File: config.mk
export PLATFORM = sky130hd
export DESIGN_NAME = dma_seq_ctrl
export DESIGN_NICKNAME = d
export VERILOG_FILES = /design/src/rtl/dma_seq_pkg.sv /design/src/rtl/dma_seq_chan.sv /design/src/rtl/dma_seq_arb.sv /design/src/rtl/dma_seq_ctrl.sv
export SDC_FILE = /design/constraint.sdc
export NUM_CORES = 1
export LEC_CHECK = 0
export BUFFER_PORTS_ARGS = -buffer_cell sky130_fd_sc_hd__buf_2
export CAP_MARGIN = 40
export CORE_ASPECT_RATIO = 0.7
export CORE_MARGIN = 3
export CORE_UTILIZATION = 30
export CTS_CLUSTER_DIAMETER = 80
export DETAILED_ROUTE_END_ITERATION = 10
export PLACE_DENSITY_LB_ADDON = 0.08
export SLEW_MARGIN = 20
export SYNTH_ARGS = -nofsm -noshare
export SYNTH_HDL_FRONTEND = slang
export SYNTH_HIERARCHICAL = 1
export SYNTH_SLANG_ARGS = --single-unit
export TNS_END_PERCENT = 1
File: constraint.sdc
create_clock -name clk -period 2.4 [get_ports clk]
set_clock_uncertainty 0.05 [all_clocks]
set_input_delay 0.48 -clock clk [delete_from_list [all_inputs] [get_ports clk]]
set_output_delay 0.48 -clock clk [all_outputs]
set_load 0.01 [all_outputs]
File: src/rtl/dma_seq_pkg.sv
package dma_seq_pkg;
  localparam int CTRL_W = 12;

  typedef struct packed {
    logic       dinc;
    logic       sinc;
    logic [4:0] rsel;
    logic [2:0] mode;
    logic       ie;
    logic       en;
  } ctrl_t;

  localparam logic [1:0] SEL_CTRL  = 2'd0;
  localparam logic [1:0] SEL_COUNT = 2'd1;
  localparam logic [1:0] SEL_SRC   = 2'd2;
  localparam logic [1:0] SEL_DST   = 2'd3;

  function automatic logic mode_is_word(input logic [2:0] m);
    return m[1:0] == 2'b01;
  endfunction

  function automatic logic mode_is_swstart(input logic [2:0] m);
    return m == 3'b011;
  endfunction

  function automatic logic mode_stays_armed(input logic [2:0] m);
    return m[2];
  endfunction
endpackage

File: src/rtl/dma_seq_chan.sv
module dma_seq_chan
  import dma_seq_pkg::*;
#(
  parameter int AW   = 16,
  parameter int NREQ = 20
) (
  input  logic            clk,
  input  logic            rst,
  input  logic            cfg_we,
  input  logic [1:0]      cfg_sel,
  input  logic [AW-1:0]   cfg_wdata,
  input  logic [NREQ-1:0] req,
  input  logic            grant,
  output logic            want,
  output logic [AW-1:0]   src_addr,
  output logic [AW-1:0]   dst_addr,
  output logic            done,
  output logic            irq
);
  localparam int RSPACE = 32;

  ctrl_t             ctrl;
  ctrl_t             wr_ctrl;
  logic [AW-1:0]     cnt_init;
  logic [AW-1:0]     cnt;
  logic              run;
  logic              req_prev;
  logic              req_sel;
  logic              trig;
  logic              last;
  logic [RSPACE-1:0] req_pad;
  logic              wr_ctl;

  assign wr_ctrl = ctrl_t'(cfg_wdata[CTRL_W-1:0]);
  assign wr_ctl  = cfg_we && (cfg_sel == SEL_CTRL);
  assign req_pad = {{(RSPACE-NREQ){1'b0}}, req};
  assign req_sel = req_pad[ctrl.rsel];
  assign trig    = req_sel && !req_prev && !mode_is_swstart(ctrl.mode);
  assign last    = cnt <= AW'(1);
  assign want    = run;
  assign irq     = ctrl.ie && done;

  always_ff @(posedge clk) begin
    if (rst) begin
      ctrl     <= '0;
      cnt_init <= '0;
      cnt      <= '0;
      src_addr <= '0;
      dst_addr <= '0;
      run      <= 1'b0;
      done     <= 1'b0;
      req_prev <= 1'b0;
    end else begin
      req_prev <= req_sel;
      if (ctrl.en && !run && trig)
        run <= 1'b1;
      if (grant) begin
        src_addr <= src_addr + AW'(ctrl.sinc);
        dst_addr <= dst_addr + AW'(ctrl.dinc);
        if (last) begin
          cnt <= cnt_init;
          run <= 1'b0;
          if (!mode_stays_armed(ctrl.mode)) begin
            ctrl.en <= 1'b0;
            done    <= 1'b1;
          end
        end else begin
          cnt <= cnt - AW'(1);
          if (mode_is_word(ctrl.mode))
            run <= 1'b0;
        end
      end
      if (cfg_we) begin
        case (cfg_sel)
          SEL_CTRL: begin
            ctrl.ie   <= wr_ctrl.ie;
            ctrl.mode <= wr_ctrl.mode;
            ctrl.rsel <= wr_ctrl.rsel;
            ctrl.sinc <= wr_ctrl.sinc;
            ctrl.dinc <= wr_ctrl.dinc;
            if (wr_ctrl.en && !ctrl.en) begin
              ctrl.en <= 1'b1;
              done    <= 1'b0;
              cnt     <= cnt_init;
              run     <= mode_is_swstart(wr_ctrl.mode);
            end else if (!wr_ctrl.en && ctrl.en) begin
              ctrl.en <= 1'b0;
              run     <= 1'b0;
              done    <= 1'b1;
            end
          end
          SEL_COUNT: cnt_init <= cfg_wdata;
          SEL_SRC:   src_addr <= cfg_wdata;
          default:   dst_addr <= cfg_wdata;
        endcase
      end
    end
  end

  AST_DISABLE_SETS_DONE: assert property (@(posedge clk) disable iff (rst)
    (wr_ctl && !wr_ctrl.en && ctrl.en) |=> (done && !run));
  AST_ENABLE_CLEARS_DONE: assert property (@(posedge clk) disable iff (rst)
    (wr_ctl && wr_ctrl.en && !ctrl.en) |=> !done);
  AST_RESERVED_NEVER_RUNS: assert property (@(posedge clk) disable iff (rst)
    (!run && !cfg_we && (int'(ctrl.rsel) >= NREQ)) |=> !run);
  AST_COUNT_RELOADS: assert property (@(posedge clk) disable iff (rst)
    (grant && last && !cfg_we) |=> (cnt == $past(cnt_init)));
  AST_ARMED_KEEPS_ENABLE: assert property (@(posedge clk) disable iff (rst)
    (grant && last && ctrl.mode[2] && !cfg_we) |=> (ctrl.en && $stable(done)));
endmodule

File: src/rtl/dma_seq_arb.sv
module dma_seq_arb #(
  parameter int N  = 4,
  parameter int IW = 3
) (
  input  logic          clk,
  input  logic          rst,
  input  logic [N-1:0]  want,
  output logic [N-1:0]  grant,
  output logic [IW-1:0] idx,
  output logic          any
);
  always_comb begin
    grant = '0;
    idx   = '0;
    for (int i = N - 1; i >= 0; i--) begin
      if (want[i]) begin
        grant    = '0;
        grant[i] = 1'b1;
        idx      = IW'(i);
      end
    end
  end
  assign any = |want;

  AST_SINGLE_GRANT: assert property (@(posedge clk) disable iff (rst)
    $onehot0(grant));
  AST_GRANT_WHEN_WANTED: assert property (@(posedge clk) disable iff (rst)
    any |-> ((grant & want) == grant) && (grant != '0));
endmodule

File: src/rtl/dma_seq_ctrl.sv
module dma_seq_ctrl
  import dma_seq_pkg::*;
#(
  parameter int NCH  = 4,
  parameter int AW   = 16,
  parameter int NREQ = 20,
  localparam int CHW = (NCH > 1) ? $clog2(NCH) : 1
) (
  input  logic            clk,
  input  logic            rst,
  input  logic            cfg_we,
  input  logic [CHW-1:0]  cfg_ch,
  input  logic [1:0]      cfg_sel,
  input  logic [AW-1:0]   cfg_wdata,
  input  logic [NREQ-1:0] req,
  output logic            xfer_valid,
  output logic [2:0]      xfer_ch,
  output logic [AW-1:0]   xfer_src,
  output logic [AW-1:0]   xfer_dst,
  output logic [NCH-1:0]  done,
  output logic [NCH-1:0]  irq,
  output logic            active,
  output logic [2:0]      active_ch
);
  logic [NCH-1:0] want;
  logic [NCH-1:0] grant;
  logic [2:0]     gidx;
  logic           gany;
  logic [AW-1:0]  ch_src [NCH];
  logic [AW-1:0]  ch_dst [NCH];
  logic [AW-1:0]  sel_src;
  logic [AW-1:0]  sel_dst;

  for (genvar g = 0; g < NCH; g++) begin : g_chan
    dma_seq_chan #(.AW(AW), .NREQ(NREQ)) i_chan (
      .clk      (clk),
      .rst      (rst),
      .cfg_we   (cfg_we && (cfg_ch == CHW'(g))),
      .cfg_sel  (cfg_sel),
      .cfg_wdata(cfg_wdata),
      .req      (req),
      .grant    (grant[g]),
      .want     (want[g]),
      .src_addr (ch_src[g]),
      .dst_addr (ch_dst[g]),
      .done     (done[g]),
      .irq      (irq[g])
    );
  end

  dma_seq_arb #(.N(NCH), .IW(3)) i_arb (
    .clk  (clk),
    .rst  (rst),
    .want (want),
    .grant(grant),
    .idx  (gidx),
    .any  (gany)
  );

  always_comb begin
    sel_src = '0;
    sel_dst = '0;
    for (int i = 0; i < NCH; i++) begin
      if (grant[i]) begin
        sel_src = ch_src[i];
        sel_dst = ch_dst[i];
      end
    end
  end

  always_ff @(posedge clk) begin
    if (rst) begin
      xfer_valid <= 1'b0;
      xfer_ch    <= '0;
      xfer_src   <= '0;
      xfer_dst   <= '0;
    end else begin
      xfer_valid <= gany;
      if (gany) begin
        xfer_ch  <= gidx;
        xfer_src <= sel_src;
        xfer_dst <= sel_dst;
      end
    end
  end

  assign active    = gany;
  assign active_ch = gidx;

  AST_CMD_FOLLOWS_ACTIVE: assert property (@(posedge clk) disable iff (rst)
    xfer_valid |-> $past(active));
  AST_IRQ_NEEDS_DONE: assert property (@(posedge clk) disable iff (rst)
    (irq & ~done) == '0);
endmodule

==> results_dict.tcl, run 1 <==
set metrics [dict create \
    yosys_warnings 6 \
    synthArstFlopShare 0 \
    total_power_uw 13400 \
    crit_path_cell_trace "buf_4, or4_4, buf_6" \
    synth_top_area_cell "dfxtp_1" \
    synth.distinct_cells 86 \
    cts_tree "done" \
    final_util 0.356 \
    drv_cap 0 \
    rsz0062_at_grt "no" \
    drtIter0Drc 1324 \
    place_congestion 0.839 \
    synth_flop_cell "dfxtp_1" \
    synth-edff-count 0 \
    vias_per_cell 5.41 \
    via_count 17000 \
    place_hpwl_um 46100 \
    status "finished clean" \
    post-route-period-util 0.971 \
    cts-htree-levels 2 \
    drc 0 \
    ys_seq_elements 352 \
    end_kind "output pin" \
    cts_buffer_depth 3 \
    track_usage 0.205 \
    cp_num_buf_inv 2 \
    crit_slowest_cell "or4_4" \
    layout-drive-gt1-share 0.155 \
    grt_pass1_vias 16000 \
    cp_max_fo 5 \
    cts_hold_buf 0 \
    path_class "reg2out" \
    die_area_mm2 0.0642 \
    hold_class "in2reg" \
    postRouteAntennaNets 0 \
    synth.top_cell.area_share 0.384 \
    setup_viol 0 \
    crit_arrival_ns 1.80 \
    leakage_uw 0.00740 \
    yosysMostFrequentCell "dfxtp_1" \
    hold_viol 0 \
    syn_inst 2216 \
    clock-root-buffer "clkbuf_16" \
    die_h_um 213 \
    finalWirelength_um 67000 \
    die_w_um 302 \
    ys_seq_area_frac 0.384 \
    numCtsBuffers 41 \
    cts_sinks 352 \
    antenna_found_initial 3 \
    synth_commonest_cells "dfxtp_1, nand2_1, a21oi_1, nor2_1, a211oi_1" \
    powerDensity_mw_per_mm2 623 \
    io_buffers 89 \
    ios 91 \
    syn_avg_cell_area_um2 8.28 \
    drt-wirelength-per-cell_um 21.3 \
    initial_core_util 0.304 \
    fp-row-count 75 \
    cp-start-kind "register" \
    path_clk_slew_ns 0.06 \
    syn_area_mm2 0.0183 \
    required_ns 1.87 \
    drt_pass1_iterations 6 \
    num_antenna_cells 0 \
    clock_latency_ns 0.54 \
    area_delta_synth_final_pct 17.0 \
    fin_nets 2373 \
    worst_pin_slew_ns 0.797 \
    grt_max_degree 60 \
    globalRoute.totalOverflow 0 \
    final.min_clock_period_ns 2.33 \
    core_mm2 0.0602 \
    max_freq_mhz 429 \
    finalMaxSlewViolations 0 \
    synth_area_leaders "dfxtp_1, nand2_1, a211oi_1, a21oi_1, nor2_1" \
    crit_family "simple AND/OR/NAND/NOR gates" \
    slew_headroom 0.469 \
    syn-num-nets 2283 \
    worst-r2r-setup-slack_ns 0.13 \
    slowest_delay_ns 0.62 \
    grt_first_pass_wirelength_um 102000 \
    vdd_ir_drop_max_v 0.000427 \
]
## worst paths after layout
check / start / end / depth (start not counted)
min: rst / g_chan[0].i_chan/cnt_init[12] / 2
max: g_chan[2].i_chan/want / active / 3
max reg2reg: g_chan[3].i_chan/cnt[1] / g_chan[3].i_chan/cnt[1] / 7
min reg2reg: g_chan[0].i_chan/ctrl[1] / g_chan[0].i_chan/ctrl[1] / 2
## layer usage
layer,up-vias,track usage,wire length (um)
li1,8278,-,-
met1,8220,0.319,34600
met2,410,0.301,27700
met3,66,0.0287,3730
met4,2,0.0351,953
met5,-,0,12
## layout make-up
type | instances | area [um^2]
inverters | 35 | 131
multi-input cells | 1665 | 10500
fillers | 6342 | 38800
clock buffers | 61 | 1190
clock inverters | 7 | 62.6
well taps | 808 | 1010
repair buffers | 211 | 1480
flip-flops and latches | 352 | 7050
## power breakdown
group | total [uW] | internal [uW] | switching (uW)
Combinational | 1170 | 405 | 765
Clock | 6120 | 3510 | 2610
Sequential | 6070 | 5950 | 120
Total | 13400 | 9870 | 3490
## through the flow
stage               TNS (ns)  instances  hold WS [ns]  cell area [um^2]  setup slack (ns)
finish                     0       3139         0.239             21500            0.0687
CTS                        0       3138         0.200             21400          0.000633
floorplan                  0       2216         0.382             18400            0.0369
global route               0       3139         0.217             21500           0.00698
detailed placement   -0.0138       3070         0.396             20200           -0.0138
global placement           0       3070         0.395             20200            0.0189
## layout by cell type (no fill, tap or decap), types with 36 or more instances in the layout
| master | n |
|---|---|
| dfxtp_1 | 350 |
| nand2_1 | 288 |
| a21oi_1 | 203 |
| nor2_1 | 200 |
| a211oi_1 | 138 |
| buf_4 | 114 |
| buf_2 | 87 |
| xor2_1 | 78 |
| o21ai_0 | 64 |
| nand3_1 | 59 |
| xnor2_1 | 55 |
| o22ai_1 | 41 |
| clkbuf_16 | 41 |
| nand4_1 | 41 |
| and3_1 | 36 |
## kinds of logic (layout without fill, tap and decap cells)
family / Yosys count / in the layout / share of synthesized area
compound gates: 621 / 621 / 0.223
xor+xnor: 133 / 133 / 0.0635
fa+ha+maj: 24 / 24 / 0.0164
buf+inv: 199 / 314 / 0.0454
flops: 352 / 352 / 0.384
mux: 53 / 53 / 0.0366
other cells: 1 / 1 / 0.000204
simple gates: 833 / 833 / 0.231
## timing repair
action	in CTS	in global routing
buffers inserted	1	1
pin swaps	2	3
resized for setup	2	7
setup endpoints to repair	3	18
## registers in the layout, summed over array words and instances (netlist names)
| signal | count |
|---|---|
| g_chan.i_chan/dst_addr | 64 |
| xfer_valid | 1 |
| g_chan.i_chan/req_prev | 4 |
| g_chan.i_chan/done | 4 |
| g_chan.i_chan/src_addr | 64 |
| g_chan.i_chan/ctrl | 48 |
| xfer_ch | 3 |
| xfer_src | 16 |
| g_chan.i_chan/cnt_init | 64 |
| g_chan.i_chan/cnt | 64 |
| g_chan.i_chan/want | 4 |
| xfer_dst | 16 |
No activity file was read; power rests on OpenSTA's default activity.
==> run 2: changes to the inputs <==
--- a/config.mk
+++ b/config.mk
@@ -12,7 +12,7 @@
 export CORE_UTILIZATION = 30
 export CTS_CLUSTER_DIAMETER = 80
 export DETAILED_ROUTE_END_ITERATION = 10
-export PLACE_DENSITY_LB_ADDON = 0.08
+export PLACE_DENSITY = 0.43
 export SLEW_MARGIN = 20
 export SYNTH_ARGS = -nofsm -noshare
 export SYNTH_HDL_FRONTEND = slang
==> run 2 against run 1 <==
Clock power up 0.8%. Setup slack worse by 0.032 ns. Global-route usage down 0.21 points. Count of clock-buffer cells in the layout fell by 1. Non-clock buffer count is 4 lower. Utilization grew 0.21 points. Die area unchanged. Via count up 0.59%. Critical endpoint unchanged. Largest cell class unchanged.
==> results_dict.tcl, run 2 (same netlist as run 1, synthesis figures left out) <==
set metrics [dict create \
    powerDensity_mw_per_mm2 622 \
    dp_cells 3066 \
    grt_max_degree 65 \
    status "finished clean" \
    post-route-period-util 0.985 \
    place_congestion 0.817 \
    layout_commonest_cell "dfxtp_1" \
    area_delta_synth_final_pct 17.7 \
    globalRoute.totalOverflow 0 \
    initial_core_util 0.304 \
    grt_pass1_vias 16000 \
    slowest_delay_ns 0.65 \
    fill_cells 6260 \
    cts_buffer_depth 3 \
    ios 91 \
    drt-wirelength-per-cell_um 21.3 \
    drv_cap 0 \
    switching_share 0.260 \
    leakage_uw 0.00742 \
    io_buffers 89 \
    hold_class "in2reg" \
    finalWirelength_um 66900 \
    seqPwrFrac 0.452 \
    die_w_um 302 \
    antenna_found_initial 5 \
    fp-row-count 75 \
    rsz0062_at_grt "yes" \
    drt_pass1_iterations 5 \
    vias_per_cell 5.44 \
    vdd_ir_drop_max_v 0.000427 \
    drtIter0Drc 1281 \
    final_cells 3139 \
    cts-htree-levels 2 \
    cts_sinks 352 \
    crit_arrival_ns 1.83 \
    core_mm2 0.0602 \
    intPower_uw 9940 \
    crit_path_cell_trace "buf_4, or4_4, buf_6" \
    cts_tree "done" \
    numCtsBuffers 40 \
    cp-start-kind "register" \
    p_comb_frac 0.089 \
    place_hpwl_um 45600 \
    slew_headroom 0.408 \
    path_class "reg2out" \
    worst_pin_slew_ns 0.888 \
    track_usage 0.203 \
    postRouteAntennaNets 0 \
    clock-root-buffer "clkbuf_16" \
    hold_viol 0 \
    p_clk_frac 0.459 \
    end_kind "output pin" \
    cp_max_fo 8 \
    layout-drive-gt1-share 0.158 \
    max_freq_mhz 423 \
    setup_viol 0 \
    finalMaxSlewViolations 0 \
    crit_slowest_cell "or4_4" \
    final_cell_mix "dfxtp_1, nand2_1, a21oi_1, nor2_1, a211oi_1" \
    drc 0 \
    fin_nets 2368 \
    die_area_mm2 0.0642 \
    cts_setup_buffers 0 \
    required_ns 1.87 \
    clock_latency_ns 0.55 \
    path_clk_slew_ns 0.06 \
    final.min_clock_period_ns 2.36 \
    grt_first_pass_wirelength_um 101000 \
    cts_hold_buf 0 \
    via_count 17100 \
    p_sw_uw 3490 \
    total_power_uw 13400 \
    die_h_um 213 \
]
==> run 2: worst paths after layout <==
kind,start,endpoint,slack (ns),cells after the start
worst min-delay path,rst,g_chan[3].i_chan/dst_addr[3],0.30,2
worst min register to register,g_chan[0].i_chan/cnt_init[2],g_chan[0].i_chan/cnt_init[2],0.40,2
worst max-delay path,g_chan[2].i_chan/want,active,0.04,3
worst max register to register,g_chan[3].i_chan/cnt[10],g_chan[3].i_chan/cnt[1],0.11,5
==> run 2: critical path: cells and delay by family (launching register included) <==
kind	cells	cell delay, ns
flops	1	0.31
simple gates	1	0.65
buf+inv	2	0.33
==> run 2: area by class of cell <==
class                      count  area, um^2  share of cell area
sequential                   352        7050               0.327
tap                          808        1010              0.0468
multi-input combinational   1665       10600               0.490
clock inverter                11        90.1             0.00417
antenna                        1        2.50            0.000116
inverter                      35         131             0.00609
clock buffer                  60        1210              0.0559
timing repair buffer         207        1510              0.0699
==> run 2: what timing repair did <==
action / in CTS / in global routing
resized for setup: 3 / 17
endpoints found under the setup margin: 3 / 21
pin swaps: 1 / 1
==> run 2: power by group through the flow <==
stage	registers [uW]	clock network [uW]	logic, uW
after floorplan	6150	0	710
after CTS	6070	6360	1180
after global placement	6200	0	1170
final	6070	6170	1190
after detailed placement	6200	0	1180
after global routing	6080	6570	1290
==> run 2: through the flow <==
| stage | utilization | instance area [um^2] | setup TNS (ns) | worst slack [ns] | hold slack (ns) |
|---|---|---|---|---|---|
| after floorplan | - | 18400 | 0 | 0.0369 | 0.382 |
| after global placement | 0.335 | 20200 | -0.142 | -0.0903 | 0.395 |
| after detailed placement | 0.335 | 20200 | -0.0594 | -0.0529 | 0.397 |
| after CTS | 0.357 | 21500 | 0 | 0.00171 | 0.257 |
| after global routing | 0.358 | 21600 | -0.0179 | -0.0179 | 0.278 |
| final | 0.358 | 21600 | 0 | 0.0367 | 0.298 |
==> run 2: routing by layer <==
layer	GRT usage	vias to the layer above	wire length (um)
li1	-	8278	-
met1	0.317	8276	34600
met2	0.292	453	27400
met3	0.0295	69	3790
met4	0.0406	0	1060
met5	0	-	0
==> run 3: changes to the inputs <==
==> constraint.sdc (replaced) <==
create_clock -name clk -period 2.4 [get_ports clk]
set_clock_uncertainty 0.05 [all_clocks]
set_input_delay 0.12 -clock clk [delete_from_list [all_inputs] [get_ports clk]]
set_output_delay 0.12 -clock clk [all_outputs]
set_load 0.01 [all_outputs]
==> run 3 against run 2 <==
Combinational power about the same. Total power rose by 2.1%. Clock power increased by 4.4%. Sequential power about the same. Largest cell class unchanged. Utilization is 0.23 points lower. First-iteration DRC count about the same. Count of clock-buffer cells in the layout unchanged. Critical endpoint is now g_chan[3].i_chan/dst_addr[15]. Routed wire length down 0.27%. Global-route usage barely moved. Critical path type is now reg2reg. Highest routed layer is now met5. Die area did not move. Final cell count down 0.29%.
==> results_dict.tcl, run 3 (same netlist as run 1, synthesis figures left out) <==
set metrics [dict create \
    status "finished clean" \
    via_count 17000 \
    dp_cells 3050 \
    final_cell_mix "dfxtp_1, nand2_1, a21oi_1, nor2_1, a211oi_1" \
    finish.instance_area_mm2 0.0214 \
    finalWirelength_um 66700 \
    rsz0062_at_grt "yes" \
    track_usage 0.202 \
    end_kind "register" \
    final_cells 3130 \
    crit_slowest_cell "dfxtp_1" \
    path_class "reg2reg" \
    crit_top_cell "nand4_1" \
    final_util 0.356 \
    crit_arrival_ns 2.77 \
    vias_per_cell 5.42 \
    reg2reg_depth 8 \
    drc 0 \
    finalMaxSlewViolations 0 \
    slew_headroom 0.442 \
    total_power_uw 13700 \
    layout_commonest_cell "dfxtp_1" \
    layout-drive-gt1-share 0.150 \
    numCtsBuffers 40 \
    antenna_found_initial 5 \
    core_mm2 0.0602 \
    grt_max_degree 68 \
    die_w_um 302 \
    fin_nets 2357 \
    grt_first_pass_wirelength_um 100000 \
    clock_latency_ns 0.55 \
    worst-r2r-setup-slack_ns 0.04 \
    drv_cap 0 \
    cts-htree-levels 2 \
    die_area_mm2 0.0642 \
    globalRoute.totalOverflow 0 \
    grt_pass1_vias 15800 \
    cts_tree "done" \
    worst_pin_slew_ns 0.837 \
    cts_buffer_depth 3 \
    post-route-period-util 0.985 \
    slowest_delay_ns 0.43 \
    max_freq_mhz 423 \
    placed_area_mm2 0.0200 \
    top_layer "met5" \
    setup_viol 0 \
    area_delta_synth_final_pct 16.9 \
    hold_viol 0 \
    drt-wirelength-per-cell_um 21.3 \
    die_h_um 213 \
    io_buffers 89 \
    place_hpwl_um 45600 \
    drt_pass1_iterations 5 \
    powerDensity_mw_per_mm2 639 \
    drtIter0Drc 1282 \
    final.min_clock_period_ns 2.36 \
    cp_max_fo 22 \
    fp-row-count 75 \
    leakage_uw 0.00737 \
    ios 91 \
    vdd_ir_drop_max_v 0.000406 \
    initial_core_util 0.304 \
    whs_path_depth 3 \
    place_congestion 0.826 \
    clock-root-buffer "clkbuf_16" \
    cp-start-kind "register" \
    wl_met1_um 35000 \
    cts_sinks 352 \
    met3_length_um 3730 \
    wl_met2_um 26600 \
    timing.setup.tns_ns 0 \
    crit_path_cell_trace "nor4b_4, buf_12, nand4_1, nor4_2, buf_4, nand4_1, xor2_1, a211oi_1" \
    postRouteAntennaNets 0 \
    required_ns 2.80 \
    hold_class "in2reg" \
    path_clk_slew_ns 0.06 \
]
[run 3: worst paths after layout]
check | start | end
worst max register to register | g_chan[3].i_chan/want | g_chan[3].i_chan/dst_addr[15]
worst min register to register | g_chan[0].i_chan/cnt_init[4] | g_chan[0].i_chan/cnt_init[4]
worst min-delay path | cfg_wdata[12] | g_chan[2].i_chan/cnt_init[12]
worst max-delay path | g_chan[3].i_chan/want | g_chan[3].i_chan/dst_addr[15]
[run 3: timing repair]
item	in CTS	in global routing
buffers inserted	0	3
hold endpoints to repair	24	0
hold buffers	3	0
pin swaps	0	2
gates resized for setup	1	5
setup endpoints to repair	1	13
[run 3: area by class of cell]
| cell class | instances | area, um^2 |
|---|---|---|
| Timing Repair Buffer | 196 | 1370 |
| Sequential cell | 352 | 7050 |
| Inverter | 35 | 131 |
| Antenna cell | 1 | 2.50 |
| Clock buffer | 60 | 1210 |
| Tap cell | 808 | 1010 |
| Fill cell | 6255 | 38800 |
| Multi-Input combinational cell | 1665 | 10500 |
| Clock inverter | 13 | 153 |
[run 3: stage by stage]
stage / hold WS, ns / worst slack [ns]
6_report: 0.0301 / 0.0363
5_1_grt: 0.0291 / -0.0637
4_1_cts: 0.00207 / 0.0440
3_5_place_dp: 0.397 / 0.0788
3_3_place_gp: 0.396 / 0.0967
2_1_floorplan: 0.206 / 0.111
[run 3: critical path: cells and delay by family, from the launching register on]
kind            cells  cell delay (ns)
flops               1             0.43
buf+inv             2             0.41
simple gates        4             1.00
compound gates      1             0.22
xor+xnor            1             0.16
[run 3: per-layer routing]
| layer | global-route usage | up-vias |
|---|---|---|
| met5 | 0 | - |
| met4 | 0.0447 | 4 |
| met3 | 0.0333 | 90 |
| met2 | 0.286 | 422 |
| met1 | 0.317 | 8200 |
| li1 | - | 8262 |
[run 3: power breakdown]
part           switching, uW  internal [uW]  leakage, uW
logic                    782            422      0.00385
registers                120           5950      0.00284
clock network           2630           3810     0.000669
total                   3540          10200      0.00737
